**src/rtl/bcp_pkg.sv**
```systemverilog
package bcp_pkg;
  typedef enum logic [1:0] {
    C_LEVEL = 2'd0,
    C_TONE  = 2'd1,
    C_INV   = 2'd2,
    C_RSV   = 2'd3
  } c_mode_e;
  localparam int unsigned NPINS = 3;
endpackage

```
**src/rtl/tone_route.sv**
```systemverilog
module tone_route
  import bcp_pkg::*;
(
  input  logic       buzz_a,
  input  logic [1:0] mode_c,
  input  logic       reg_a,
  input  logic       reg_c,
  input  logic       tone,
  output logic       val_a,
  output logic       val_c
);
  c_mode_e eff_c;

  always_comb begin
    eff_c = c_mode_e'(mode_c);
    // tone-based modes on C need A in buzzer mode; reserved code acts as level
    if (!buzz_a || eff_c == C_RSV) eff_c = C_LEVEL;
  end

  always_comb begin
    val_a = buzz_a ? (reg_a & tone) : reg_a;
    unique case (eff_c)
      C_TONE:  val_c = reg_c & tone;
      C_INV:   val_c = reg_c & ~tone;
      default: val_c = reg_c;
    endcase
  end
endmodule

```
**src/rtl/fout_divider.sv**
```systemverilog
module fout_divider #(
  parameter int unsigned SEL_W = 3
) (
  input  logic             clk,
  input  logic             rst_n,
  input  logic             tick,
  input  logic [SEL_W-1:0] sel,
  output logic             tap
);
  localparam int unsigned CNT_W = 1 << SEL_W;
  logic [CNT_W-1:0] cnt_q;

  always_ff @(posedge clk or negedge rst_n) begin
    if (!rst_n)    cnt_q <= '0;
    else if (tick) cnt_q <= cnt_q + 1'b1;
  end

  assign tap = cnt_q[sel];
endmodule

```
**src/rtl/fout_gate.sv**
```systemverilog
module fout_gate (
  input  logic clk,
  input  logic rst_n,
  input  logic tap,
  input  logic clk_mode,
  input  logic reg_b,
  output logic val_b
);
  logic gate_q;

  // gate moves only while the tap sits low, so no high phase is cut
  always_ff @(posedge clk or negedge rst_n) begin
    if (!rst_n)    gate_q <= 1'b0;
    else if (!tap) gate_q <= clk_mode & reg_b;
  end

  assign val_b = clk_mode ? (gate_q & tap) : reg_b;
endmodule

```
**src/rtl/pad_enable.sv**
```systemverilog
module pad_enable #(
  parameter int unsigned N = 3
) (
  input  logic [N-1:0] val,
  input  logic [N-1:0] od,
  output logic [N-1:0] oe
);
  for (genvar i = 0; i < N; i++) begin : g_pad
    assign oe[i] = od[i] ? val[i] : 1'b1;
  end
endmodule

```
**src/rtl/buzz_clk_port.sv**
```systemverilog
module buzz_clk_port
  import bcp_pkg::*;
#(
  parameter int unsigned SEL_W = 3
) (
  input  logic             clk,
  input  logic             rst_n,
  input  logic             base_tick,
  input  logic             tone,
  input  logic             reg_a,
  input  logic             reg_b,
  input  logic             reg_c,
  input  logic             cfg_a_buzz,
  input  logic             cfg_b_clk,
  input  logic [SEL_W-1:0] cfg_b_sel,
  input  logic [1:0]       cfg_c_mode,
  input  logic [NPINS-1:0] cfg_od,
  output logic             pin_a,
  output logic             pin_b,
  output logic             pin_c,
  output logic [NPINS-1:0] pin_oe
);
  logic tap;

  tone_route u_route (
    .buzz_a (cfg_a_buzz),
    .mode_c (cfg_c_mode),
    .reg_a  (reg_a),
    .reg_c  (reg_c),
    .tone   (tone),
    .val_a  (pin_a),
    .val_c  (pin_c)
  );

  fout_divider #(.SEL_W(SEL_W)) u_div (
    .clk   (clk),
    .rst_n (rst_n),
    .tick  (base_tick),
    .sel   (cfg_b_sel),
    .tap   (tap)
  );

  fout_gate u_gate (
    .clk      (clk),
    .rst_n    (rst_n),
    .tap      (tap),
    .clk_mode (cfg_b_clk),
    .reg_b    (reg_b),
    .val_b    (pin_b)
  );

  pad_enable #(.N(NPINS)) u_pad (
    .val ({pin_c, pin_b, pin_a}),
    .od  (cfg_od),
    .oe  (pin_oe)
  );
endmodule

```
**config.mk**
```make
export PLATFORM = sky130hd
export DESIGN_NAME = buzz_clk_port
export DESIGN_NICKNAME = d
export VERILOG_FILES = /design/src/rtl/bcp_pkg.sv /design/src/rtl/tone_route.sv /design/src/rtl/fout_divider.sv /design/src/rtl/fout_gate.sv /design/src/rtl/pad_enable.sv /design/src/rtl/buzz_clk_port.sv
export SDC_FILE = /design/constraint.sdc
export NUM_CORES = 1
export LEC_CHECK = 0
export ABC_AREA = 1
export BUFFER_PORTS_ARGS = -buffer_cell sky130_fd_sc_hd__clkbuf_2
export CORE_AREA = 4 4 41 43
export CTS_CLUSTER_DIAMETER = 30
export DETAILED_ROUTE_END_ITERATION = 8
export DIE_AREA = 0 0 45 47
export PLACE_DENSITY = 0.72
export SYNTH_ARGS = -nofsm -noshare
export SYNTH_HDL_FRONTEND = slang
export SYNTH_SLANG_ARGS = --single-unit
```
**constraint.sdc**
```tcl
create_clock -name clk -period 3.7 [get_ports clk]
set_clock_uncertainty 0.2 [all_clocks]
set_input_delay 0.74 -clock clk [delete_from_list [all_inputs] [get_ports clk]]
set_output_delay 0.74 -clock clk [all_outputs]
set_load 0.005 [all_outputs]
```
* After elaboration in Yosys (flattened, before gate mapping)
Cells that the tools add are included.
** Cells by class
- Add/sub/neg operators :: 1
- Magnitude comparators :: 1
- Equality and inequality tests :: 3
- Muxes and demuxes :: 9
- Bitwise operators :: 6
- Reductions and logical operators :: 2
** Operators with widths (number)
- $add A8 B1 Y8 const B :: 1
- $mux W1 :: 6
- $and A1 B1 Y1 :: 5
- $eq A2 B2 Y1 const B :: 2
- $lt A3 B4 Y1 const B :: 1
- $bmux W1 S3 :: 1
- $eq A2 B1 Y1 const B :: 1
- $mux W2 :: 1
- $pmux W1 S2 :: 1
- $logic_not A1 Y1 :: 1
- $logic_or A1 B1 Y1 :: 1
- $not A1 Y1 :: 1
** Storage, ports and cells
- Register bits after elaboration :: 9
- Input bits :: 17
- Logic and storage cells :: 24

* Logic depth before layout (Yosys ltp)
- Word-level depth :: 6
- Depth in mapped cells :: 7
- Depth with buffers taken out :: 7

* Cells and area by module
A second synthesis with hierarchy kept.
** Unflattened totals
- Cell total of the unflattened synthesis :: 92
- Area, all modules :: 613.1 um^2
** Modules (own cells, without submodules)
- fout_divider :: times used 1, cells an instance 64, area an instance 462.9 um^2
- tone_route :: times used 1, cells an instance 13, area an instance 70.1 um^2
- fout_gate :: times used 1, cells an instance 9, area an instance 57.6 um^2
- pad_enable :: times used 1, cells an instance 6, area an instance 22.5 um^2

* Worst setup path after synthesis
OpenSTA, ideal clock, no wires.
- Kind :: input -> output
- Start :: in cfg_c_mode[1]
- End :: out pin_oe[2]
- Arrival time :: 1.460 ns
- Required time :: 2.760 ns
- Path slack :: 1.300 ns
- Cell stages on the path :: 6
- Cell sequence :: nand3b_1 ha_1 a21oi_1 o21ai_0 nand2_1 nand2_1
** On the way
- Word-level cells in the longest chain between the ends :: 6
- Elaborated cells between the ends (all ways) :: 7
** RTL lines
- start: declaration :: line buzz_clk_port.sv:16 : input logic [1:0] cfg_c_mode,
- $eq A2 B2 Y1 :: line tone_route.sv:17 : if (!buzz_a || eff_c == C_RSV) eff_c = C_LEVEL;
- $logic_or A1 B1 Y1 :: line tone_route.sv:17
- $mux W2 * :: line tone_route.sv:17
- $eq A2 B2 Y1 or $eq A2 B1 Y1 (tied branches) :: line tone_route.sv:22 : unique case (eff_c)
- $pmux W1 S2 * :: line tone_route.sv:22
- $mux W1 * :: line pad_enable.sv:9 : assign oe[i] = od[i] ? val[i] : 1'b1;
- end: declaration :: line buzz_clk_port.sv:21 : output logic [NPINS-1:0] pin_oe
Mark *: on every way between the ends. The rest lies on a longest branch, timed or not.

* Final worst setup path
Ends and elaborated chain as after synthesis.

==> summary.md <==
| Metric | Value |
|---|---|
| Die width | `45 µm` |
| Setup TNS | `0 ns` |
| Pwr dens | `548 nW/µm²` |
| Final std cells w/o fill | `116` |
| Final Power | `398 µW` |
| Wirelength per Cell | `10.2 µm` |
| Critical Path Source Type | `primary input` |
| Post-route ant nets | `0` |
| I/O pin count | `23` |
| Layout cells sized above 1 | `0.277` |
| Wirelength, routed | `1190 µm` |
| Area Overhead vs Synth | `27.2%` |
| Worst setup margin | `1.04 ns` |
| Clock slew at reported path FFs | `0.06 ns` |
| Max-cap violations | `0` |
| Core Region | `1300 µm²` |
| DR WL met2 | `584 µm` |
| Post-synthesis cell count | `75` |
| Vias in the first global route | `502` |
| CP top delay family | `adder cells` |
| Die ar. | `2120 µm²` |
| Highest fanout seen on the critical path | `2` |
| Slowest Stage Delay on Critical Path | `0.29 ns` |
| Final critical-path required period | `2.66 ns` |
| Syn_area_per_cell | `7.61 µm²` |
| 1st-iter DRT viols | `13` |
| Syn Nets | `94` |
| CTS resizes | `0` |
| Initial antenna violation count | `0` |
| Post-synthesis cell area | `571 µm²` |
| Nets | `121` |
| TritonRoute pass-1 iters | `4` |
| Slew Limit Headroom | `0.846` |
| Warning count from the yosys run | `0` |
| Yosys reg bits | `9` |
| Cts hold-fix bufs | `0` |
| Leakage | `0.000433 µW` |
| VDD IR-drop max | `0.000348 V` |
| DP Cell Count | `112` |
| Count of final setup violators | `0` |
| Critical path class | `primary input to primary output` |
| RSZ-0062 raised after global routing | `no` |
| Highest metal used | `met4` |
| Critical path buffers and inverters | `2` |
| Final Max Tran Viols | `0` |
| FMAX | `376 MHz` |
| GRT Residual Overflow | `0` |
| Slowest stage cell, crit path | `ha_1` |
| Period Utilization, post-route | `0.718` |
| Clock sink count | `9` |
| Detailed Place HPWL | `982 µm` |
| Die H | `47 µm` |
| First-pass GRT wire length | `2040 µm` |
| CTS tree | `done` |
| H-tree depth | `1` |
| CTS Buffer Depth | `2` |
| CP arrival | `1.72 ns` |
| DRC | `0` |
| Root buf cell | `clkbuf_4` |
| Global Route Usage Sum | `0.135` |
| Post-place setup slack | `1.04 ns` |
| Via/cell ratio | `4.59` |
| CP required | `2.76 ns` |
| Crit. End Element | `primary output` |
| CP cell instances | `clkbuf_2 -> nand3b_1 -> ha_1 -> a21oi_1 -> o21ai_0 -> nand2_1 -> nand2_1 -> clkbuf_2` |
| Slew @ Worst Pin | `0.231 ns` |
| Number of diodes | `0` |
| Row count | `13` |
| Met3 wire len | `93 µm` |
| Final core utilization | `0.558` |
| Largest net degree at the start of global routing | `10` |
| Vias | `533` |
| Port Buffers | `22` |
| Postcts setup bufs | `0` |
| Clk_lat worst skew | `0.26 ns` |
| Fin. Hold Viols | `0` |
| HP Class | `primary input to asynchronous set/reset pin` |
| Metal-1 WL | `500 µm` |
| CTS Buf Count | `3` |
| Initial Util | `0.438` |
| Seq/Total Area, Yosys | `0.395` |
| Status | `completed` |
| Synth unique cells | `14` |
| Placer Congestion | `0.771` |
## stage by stage
step,hold WS [ns],cell area [µm²]
2_1_floorplan,0.244,571
3_3_place_gp,0.301,699
3_5_place_dp,0.310,699
4_1_cts,0.123,726
5_1_grt,0.120,726
6_report,0.118,726
## Yosys cell counts
cell / number / area share
inv_2: 1 / 0.0066
nand3_2: 2 / 0.035
nor2_1: 4 / 0.026
xor2_1: 7 / 0.11
nand4_1: 3 / 0.033
or2_0: 1 / 0.011
inv_1: 14 / 0.092
a21oi_1: 1 / 0.0088
dfrtp_1: 9 / 0.39
nand2_1: 20 / 0.13
nand3b_1: 3 / 0.039
nand3_1: 6 / 0.053
ha_1: 2 / 0.044
o21ai_0: 2 / 0.018
## logic make-up after synthesis
| kind of cell | Yosys count | synth area share |
|---|---|---|
| XOR/XNOR | 7 | 0.107 |
| AND/OR/NAND/NOR | 39 | 0.329 |
| buffers and inverters | 15 | 0.0987 |
| flip-flops | 9 | 0.395 |
| AO/OA/AOI/OAI | 3 | 0.0263 |
| adder cells (fa/ha/maj) | 2 | 0.0439 |
## per-layer routing
metal,track usage,up-vias
li1,-,285
met1,0.148,232
met2,0.232,14
met3,0.0690,2
met4,0.0351,0
met5,0,-
## power by group
part	switching (µW)	leakage (µW)	internal (µW)	total, µW
combinational	75.6	0.000314	60.0	136
clock	34.4	0.0000150	41.5	75.9
sequential	40.8	0.000103	146	187
## cell type report
| type | count | area, µm² |
|---|---|---|
| fill | 117 | 576 |
| multi-input combinational | 51 | 289 |
| sequential | 9 | 225 |
| timing repair buffer | 22 | 110 |
| inverter | 15 | 56.3 |
| clock buffer | 4 | 26.3 |
| tap | 15 | 18.8 |
## layout by cell type (no fill, tap or decap), types with 3 or more instances in the layout
master and n:
xor2_1 7, nand3_1 6, nor2_1 4, nand2_1 20
inv_1 14, clkbuf_4 3, clkbuf_2 22, nand3b_1 3
dfrtp_1 9, nand4_1 3
## sequential cells by signal (all words and copies together), names as in the netlist
register,flops
u_div.cnt_q,8
u_gate.gate_q,1
## final timing paths
check	start	to	slack, ns	cells past startpoint
min in group clk	u_gate.gate_q	u_gate.gate_q	0.33	2
hold reg to reg	u_gate.gate_q	u_gate.gate_q	0.33	2
max in group asynchronous	rst_n	u_div.cnt_q[1]	2.98	1
setup / recovery	cfg_c_mode[1]	pin_oe[2]	1.04	8
hold / removal	rst_n	u_div.cnt_q[0]	0.12	1
setup reg to reg	u_div.cnt_q[0]	u_div.cnt_q[6]	2.34	5
## worst register-to-register path: cells and delay by family (launching register included)
family | cells | cell delay (ns)
xor gates and xnor gates | 1 | 0.15
adders and majority gates | 1 | 0.17
DFF | 1 | 0.41
and+or+nand+nor | 3 | 0.31
Power figures use the tool's default switching activity.
